**config.mk**
```make
export PLATFORM = sky130hd
export DESIGN_NAME = gpio_port_ctl
export DESIGN_NICKNAME = d
export VERILOG_FILES = /design/src/rtl/gpio_port_pkg.sv /design/src/rtl/gpio_sync.sv /design/src/rtl/gpio_regs.sv /design/src/rtl/gpio_pad_ctl.sv /design/src/rtl/gpio_port_ctl.sv
export SDC_FILE = /design/constraint.sdc
export NUM_CORES = 1
export LEC_CHECK = 0
export ABC_AREA = 1
export BUFFER_PORTS_ARGS = -buffer_cell sky130_fd_sc_hd__buf_2
export CAP_MARGIN = 20
export CORE_MARGIN = 2
export CORE_UTILIZATION = 44
export CTS_BUF_LIST = sky130_fd_sc_hd__clkbuf_4 sky130_fd_sc_hd__clkbuf_8 sky130_fd_sc_hd__clkbuf_16
export DETAILED_ROUTE_END_ITERATION = 10
export GPL_TIMING_DRIVEN = 1
export MAX_ROUTING_LAYER = met4
export PLACE_DENSITY = 0.75
export SYNTH_ARGS = -nofsm -noshare
export SYNTH_HDL_FRONTEND = slang
export SYNTH_SLANG_ARGS = --single-unit
```
**constraint.sdc**
```tcl
create_clock -name clk -period 0.8 [get_ports clk]
set_input_delay 0.08 -clock clk [delete_from_list [all_inputs] [get_ports clk]]
set_output_delay 0.08 -clock clk [all_outputs]
set_load 0.02 [all_outputs]
```
**src/rtl/gpio_port_pkg.sv**
```systemverilog
package gpio_port_pkg;

    localparam int PORT_W = 8;
    localparam int ADDR_W = 2;

    typedef enum logic [ADDR_W-1:0] {
        SEL_DIR  = 2'd0,
        SEL_DRV  = 2'd1,
        SEL_PIN  = 2'd2,
        SEL_NONE = 2'd3
    } reg_sel_e;

    typedef struct packed {
        logic [PORT_W-1:0] dir;
        logic [PORT_W-1:0] drv;
    } port_cfg_t;

    typedef struct packed {
        logic data;
        logic oe;
        logic pu;
    } pad_ctl_t;

    function automatic pad_ctl_t pad_bit(input logic dir_b, input logic drv_b,
                                         input logic rst_b, input logic forced);
        pad_ctl_t p;
        p.data = drv_b;
        p.oe   = dir_b & ~rst_b;
        p.pu   = (~rst_b & ~dir_b & drv_b) | forced;
        return p;
    endfunction

endpackage

```
**src/rtl/gpio_sync.sv**
```systemverilog
module gpio_sync
    import gpio_port_pkg::*;
#(
    parameter int W      = PORT_W,
    parameter int STAGES = 2
) (
    input  logic         clk,
    input  logic         rst,
    input  logic [W-1:0] d,
    output logic [W-1:0] q
);
    logic [W-1:0] chain [STAGES];

    always_ff @(posedge clk) begin
        if (rst) chain[0] <= '0;
        else     chain[0] <= d;
    end

    for (genvar k = 1; k < STAGES; k++) begin : g_stage
        always_ff @(posedge clk) begin
            if (rst) chain[k] <= '0;
            else     chain[k] <= chain[k-1];
        end
    end

    assign q = chain[STAGES-1];

    if (STAGES == 2) begin : g_chk
        logic [1:0] warm_q;
        always_ff @(posedge clk) begin
            if (rst)                 warm_q <= 2'd0;
            else if (warm_q != 2'd2) warm_q <= warm_q + 2'd1;
        end
        // the synchronized value lags the pin by two edges
        p_two_edge_lag_r7: assert property (@(posedge clk) disable iff (rst)
            (warm_q == 2'd2) |-> (q == $past(d, 2)));
    end
endmodule

```
**src/rtl/gpio_regs.sv**
```systemverilog
module gpio_regs
    import gpio_port_pkg::*;
(
    input  logic              clk,
    input  logic              rst,
    input  logic              wr,
    input  logic [ADDR_W-1:0] addr,
    input  logic [PORT_W-1:0] wdata,
    input  logic [PORT_W-1:0] pin_sync,
    output port_cfg_t         cfg,
    output logic [PORT_W-1:0] rdata
);
    port_cfg_t cfg_q;
    reg_sel_e  sel;

    assign sel = reg_sel_e'(addr);

    always_ff @(posedge clk) begin
        if (rst) begin
            cfg_q <= '0;
        end else if (wr) begin
            case (sel)
                SEL_DIR: cfg_q.dir <= wdata;
                SEL_DRV: cfg_q.drv <= wdata;
                default: ;
            endcase
        end
    end

    always_comb begin
        case (sel)
            SEL_DIR: rdata = cfg_q.dir;
            SEL_DRV: rdata = cfg_q.drv;
            SEL_PIN: rdata = pin_sync;
            default: rdata = '0;
        endcase
    end

    assign cfg = cfg_q;

    // a write to the direction register lands on the next edge
    p_dir_write_r4: assert property (@(posedge clk) disable iff (rst)
        (wr && addr == SEL_DIR) |=> (cfg_q.dir == $past(wdata)));
    // a write to the drive register lands on the next edge
    p_drv_write_r4: assert property (@(posedge clk) disable iff (rst)
        (wr && addr == SEL_DRV) |=> (cfg_q.drv == $past(wdata)));
    // writes to the pin and unused addresses leave the registers alone
    p_ignored_write_r8: assert property (@(posedge clk) disable iff (rst)
        (wr && (addr == SEL_PIN || addr == SEL_NONE)) |=> $stable(cfg_q));
    // the registers are clear right after a reset edge
    p_reset_clear_r1: assert property (@(posedge clk)
        $fell(rst) |-> (cfg_q == '0));
endmodule

```
**src/rtl/gpio_pad_ctl.sv**
```systemverilog
module gpio_pad_ctl
    import gpio_port_pkg::*;
#(
    parameter logic [PORT_W-1:0] FORCE_MASK = 8'h2C
) (
    input  logic              rst,
    input  logic              dbg_en,
    input  port_cfg_t         cfg,
    output logic [PORT_W-1:0] pad_data,
    output logic [PORT_W-1:0] pad_oe,
    output logic [PORT_W-1:0] pad_pu
);
    for (genvar i = 0; i < PORT_W; i++) begin : g_pin
        pad_ctl_t p;
        assign p = pad_bit(cfg.dir[i], cfg.drv[i], rst, dbg_en & FORCE_MASK[i]);
        assign pad_data[i] = p.data;
        assign pad_oe[i]   = p.oe;
        assign pad_pu[i]   = p.pu;
    end

    always_comb begin
        // nothing drives while reset is high
        if (rst) p_oe_low_in_reset_r2: assert (pad_oe == '0);
        // forced pull-ups hold with debug enabled
        if (dbg_en) p_forced_pu_r6: assert ((pad_pu & FORCE_MASK) == FORCE_MASK);
        // only forced pull-ups remain during reset
        if (rst) p_reset_pu_r9: assert ((pad_pu & ~(dbg_en ? FORCE_MASK : '0)) == '0);
    end
endmodule

```
**src/rtl/gpio_port_ctl.sv**
```systemverilog
module gpio_port_ctl
    import gpio_port_pkg::*;
#(
    parameter logic [PORT_W-1:0] DBG_PU_MASK = 8'h2C,
    parameter int                SYNC_STAGES = 2
) (
    input  logic              clk,
    input  logic              rst,
    input  logic              dbg_en,
    input  logic [ADDR_W-1:0] bus_addr,
    input  logic              bus_wr,
    input  logic [PORT_W-1:0] bus_wdata,
    output logic [PORT_W-1:0] bus_rdata,
    input  logic [PORT_W-1:0] pin_in,
    output logic [PORT_W-1:0] pin_out,
    output logic [PORT_W-1:0] pin_oe,
    output logic [PORT_W-1:0] pin_pu
);
    logic [PORT_W-1:0] pin_sync;
    port_cfg_t         cfg;

    gpio_sync #(.W(PORT_W), .STAGES(SYNC_STAGES)) u_sync (
        .clk (clk),
        .rst (rst),
        .d   (pin_in),
        .q   (pin_sync)
    );

    gpio_regs u_regs (
        .clk      (clk),
        .rst      (rst),
        .wr       (bus_wr),
        .addr     (bus_addr),
        .wdata    (bus_wdata),
        .pin_sync (pin_sync),
        .cfg      (cfg),
        .rdata    (bus_rdata)
    );

    gpio_pad_ctl #(.FORCE_MASK(DBG_PU_MASK)) u_pad (
        .rst      (rst),
        .dbg_en   (dbg_en),
        .cfg      (cfg),
        .pad_data (pin_out),
        .pad_oe   (pin_oe),
        .pad_pu   (pin_pu)
    );
endmodule

```
* Yosys cells after proc, flatten, opt, wreduce, memory -nomap -nowiden
Memories as Yosys holds them, arrays and structs flattened. Index checks and enable logic that the tools add are counted. Widths: inputs -> output; s select.
Cells by class: equality and inequality tests 2, mux-type cells 6, bitwise logic cells 38, reduce and logical (&&, ||, !) cells 3
Operators with widths (count):
- $and 1x1->1 | 24
- $pmux 8 s3 | 1
- $mux 8 | 2
- $not 1->1 | 9
- $or 1x1->1 | 5
- $reduce_and 2->1 | 2
- $mux 1 | 3
- $eq 2x1->1 const B | 1
- $eq 2x2->1 const B | 1
- $logic_not 2->1 | 1
Word-level totals: flip-flop bits (word level) 16, bits in writable memories 16, input bits 22, word-level logic and storage cells 52, memories 1
Memories:
- u_sync.chain | words 2, bits a word 8, rd ports 2, clocked after Yosys merged registers in 0, write ports 2, RTL line gpio_sync.sv:12 | logic [W-1:0] chain [STAGES];

* Longest topological paths before layout
depth after elaboration 4, gate-level depth with buffers 6, depth with buffers taken out 5

* Hierarchy
From an unflattened synthesis, not the netlist that was laid out.
Second synthesis, totals: cell total of the unflattened synthesis 227, area, all modules 1562.7 um2
Modules (own cells, without submodules):
- gpio_regs | times used 1, cells an instance 132, area each 859.6 um2, seq. area each 320.3 um2
- gpio_sync | times used 1, cells an instance 50, area each 474.2 um2, seq. area each 320.3 um2
- gpio_pad_ctl | times used 1, cells an instance 45, area each 229.0 um2, seq. area each 0.0 um2

* Least setup slack after synthesis
OpenSTA, ideal clock, no wires.
path kind input to output, start point input port rst, end point output port pin_pu[2], arrival 0.955 ns, slack -0.235 ns, stages on the path 3, path buffers 2, cells stage by stage clkbuf_1 > buf_2 > o31ai_1
Between the ends: longest elaborated chain between the ends 4
RTL lines:
- from (decl) | RTL line gpio_port_ctl.sv:8 | input logic rst,
- $not 1->1 | RTL line gpio_port_pkg.sv:29 | p.pu = (~rst_b & ~dir_b & drv_b) | forced;
- $and 1x1->1 (2 in series) | RTL line gpio_port_pkg.sv:29
- $or 1x1->1 | RTL line gpio_port_pkg.sv:29
- to (decl) | RTL line gpio_port_ctl.sv:17 | output logic [PORT_W-1:0] pin_pu
No other way between the ends.

* Worst setup path after layout
start point register u_regs.cfg_q, in the netlist u_regs.cfg[11], end point output port pin_pu[3]
Between the ends: longest elaborated chain between the ends 4
RTL lines:
- from (decl) | RTL line gpio_regs.sv:13 | port_cfg_t cfg_q;
- $not 1->1 | RTL line gpio_port_pkg.sv:29
- $and 1x1->1 (2 in series) | RTL line gpio_port_pkg.sv:29
- $or 1x1->1 | RTL line gpio_port_pkg.sv:29
No other way between the ends.

==> qor.yml <==
pwr:
  ir_drop_uv: 1150
  total_power_mw: 3.71
  power_leakage_nw: 1.16
  power_density_mw_per_mm2: 1570
timing:
  tightest_slew_ps: 329
  rsz0062_at_grt: "yes"
  hold_viol: 1
  whs_ps: -6.39
  min_period_over_period_pct: 151
  relSlewSlack_pct: 78.0
  fin_skew_ps: 2.13
  finalSetupViolations: 32
  setup_ws_ps: -406
  fmax_ghz: 0.829
  min_period_ps: 1210
  timing.setup.tns_ps: -8880
  finalMaxSlewViolations: 0
run_status:
  status: "finished, violations left"
  violations: "hold timing, setup timing"
cts:
  cts_made_buffers: 5
  clkTransAtPathRegs_ps: 100
  cts_tree: "built"
  cts.sinks: 32
  ctsHtreeMaxLevel: 2
  clock_latency_ps: 340
  root_buffer: "clkbuf_4"
  max-clock-path-buffers: 2
finish:
  nNetsFinal: 318
  area_growth_pct: 59.6
  fillers: 275
  drive_gt1_share_pct: 45.8
  antenna_cells: 0
placed_design:
  hpwl_mm: 2.58
  gp_congestion: 0.783
  port_buffers: 53
global_routing:
  grt_first_pass_wirelength_mm: 5.90
  grt_pass1_vias: 1450
  antenna_found_initial: 0
  overflow: 0
  use_met1_pct: 23.2
  grtUsageTotal_pct: 22.2
  busiest_layer: "met2"
  use_met2_pct: 39.0
  grt_use_met3_pct: 5.80
  grt_max_degree: 21
setup_path:
  path_max_fanout: 4
  critPathCaptureType: "primary output"
  cp.required_ps: 720
  worstReg2RegStart: "u_regs.cfg[1]"
  r2r_cells: 5
  cp.arrival_ps: 1130
  criticalPathCategory: "reg -> out"
  regToRegSetupSlack_ps: 10
  r2r-end: "u_regs.cfg[1]"
  worst_setup_path_start_kind: "flip-flop"
detailed_routing:
  drt-wirelength-per-cell_um: 11.1
  drt_pre_antenna_iters: 4
  drtIter0Drc: 57
  dr_total_vias: 1525
  drc: 0
  antenna_left: 0
  routed_via_density: 4.45
  wl_mm: 3.80
logic_synthesis:
  seq_area_frac_synth_pct: 43.2
  syn-num-nets: 239
  syn_avg_cell_area_um2: 6.83
  syn_area_mm2: 0.00148
  yosysWarnings: 0
  synthCells: 217
  ys_ff_latch: 32
  synth_cell_type_count: 18
flow_run:
  maxCapViolCount: 0
hold_path:
  hold_path_end: "u_regs.cfg[1]"
  whs_path_depth: 3
  hold_path_class: "in -> reg"
  min-delay-start: "bus_wdata[1]"
floorplanning:
  pin_count: 54
  dieWidth_um: 62.0
  core_area_mm2: 0.00328
  fp-row-count: 21
  dieArea_mm2: 0.00385
  start_util_pct: 45.1
  die_h_um: 62.0
## state kept, by name, summed over array words and instances (netlist names)
| register | count |
|---|---|
| u_regs.cfg | 16 |
| u_sync.chain | 16 |
## worst max-delay path: stages, from the launching register on
cell	delay, ps
dfxtp_2	350
o31ai_2	250
buf_4	180
## what timing repair did
| action | CTS | global route |
|---|---|---|
| endpoints found under the setup margin | 32 | 34 |
| pin swaps | 3 | 11 |
| endpoints found under the hold margin | 15 | 0 |
| resized for setup | 52 | 32 |
| setup buffers | 3 | 2 |
| hold buffers | 15 | 0 |
## report_power, final
group	switching (mW)	total [mW]	internal [mW]
sequential	0.0572	1.73	1.67
combinational	0.398	0.769	0.371
clock	0.561	1.21	0.651
total	1.02	3.71	2.69
## placed cells by master, fill, tap and decap left out
master	netlist	final
nor2_4	1	2
dfxtp_4	0	6
nand2_2	2	3
clkinvlp_4	0	1
nor2_1	48	42
buf_2	7	21
dlygate4sd3_1	0	15
buf_4	9	35
nand2_1	39	37
nor2_2	1	6
o31ai_4	0	1
dfxtp_1	32	16
nor3_2	0	4
nand3_4	1	1
dfxtp_2	0	10
buf_12	0	1
a21oi_1	8	8
inv_4	0	1
bufinv_16	0	1
clkinv_2	0	1
nor3_4	0	1
o31ai_2	0	2
buf_6	1	18
nand3_1	8	8
clkbuf_4	0	5
inv_1	42	27
o211ai_1	8	8
inv_2	1	15
nand2_4	0	1
## kinds of logic after synthesis
logic type / share of synthesized area, %
AOI/OAI and AO/OA: 8.28
and+or+nand+nor: 29.6
DFF: 43.2
buffers and inverters: 18.8
## synth_stat cells
cell type / number / share of area (%)
o211ai_1: 8 / 4.1
buf_4: 9 / 4.6
inv_2: 1 / 0.25
buf_2: 7 / 2.4
nor2_4: 1 / 0.76
nand3_1: 8 / 2.7
nand2_2: 2 / 0.84
nand3_4: 1 / 1.2
nor2_2: 1 / 0.42
nor2_1: 48 / 12
a21oi_1: 8 / 2.7
nand2_1: 39 / 9.9
nor3_1: 5 / 1.7
clkbuf_1: 1 / 0.25
dfxtp_1: 32 / 43
inv_1: 42 / 11
buf_6: 1 / 0.76
o31ai_1: 3 / 1.5
## per-layer routing
metal,part of all wire [%],routed length [µm]
met3,5.4,204
met1,40,1530
met2,52,1990
met4,1.8,70
met5,0,0
## metrics by stage
step	cell area (µm²)	utilization, %	hold WS [ps]	worst slack, ps	std cells
3_5_place_dp	1890	57.6	285	-212	316
4_1_cts	2270	69.2	19.9	-411	342
6_report	2360	72.0	-6.39	-406	343
3_3_place_gp	1890	57.6	279	-206	316
5_1_grt	2360	72.0	9.77	-452	343
2_1_floorplan	1540	-	187	-42.2	217
## cell type report
| cell class | count | area [µm²] | share of cell area (%) |
|---|---|---|---|
| Sequential cell | 32 | 676 | 28.6 |
| Tap cell | 46 | 57.6 | 2.43 |
| Multi-Input combinational cell | 124 | 647 | 27.4 |
| Inverter | 43 | 164 | 6.93 |
| Clock buffer | 5 | 37.5 | 1.59 |
| Timing Repair Buffer | 90 | 741 | 31.3 |
| Clock inverter | 3 | 42.5 | 1.80 |
## worst max path at each step
stage                         from           end  slack (ps)  depth (start not counted)
global placement       bus_addr[1]  bus_rdata[4]        -210                          5
finish              u_regs.cfg[11]     pin_pu[3]        -410                          2
CTS                 u_regs.cfg[11]     pin_pu[3]        -410                          2
detailed placement     bus_addr[1]  bus_rdata[2]        -210                          5
global route         u_regs.cfg[3]  bus_rdata[3]        -450                          3
floorplan                      rst     pin_pu[0]         -40                          3
Note: power is estimated with default switching activity, not from simulation.
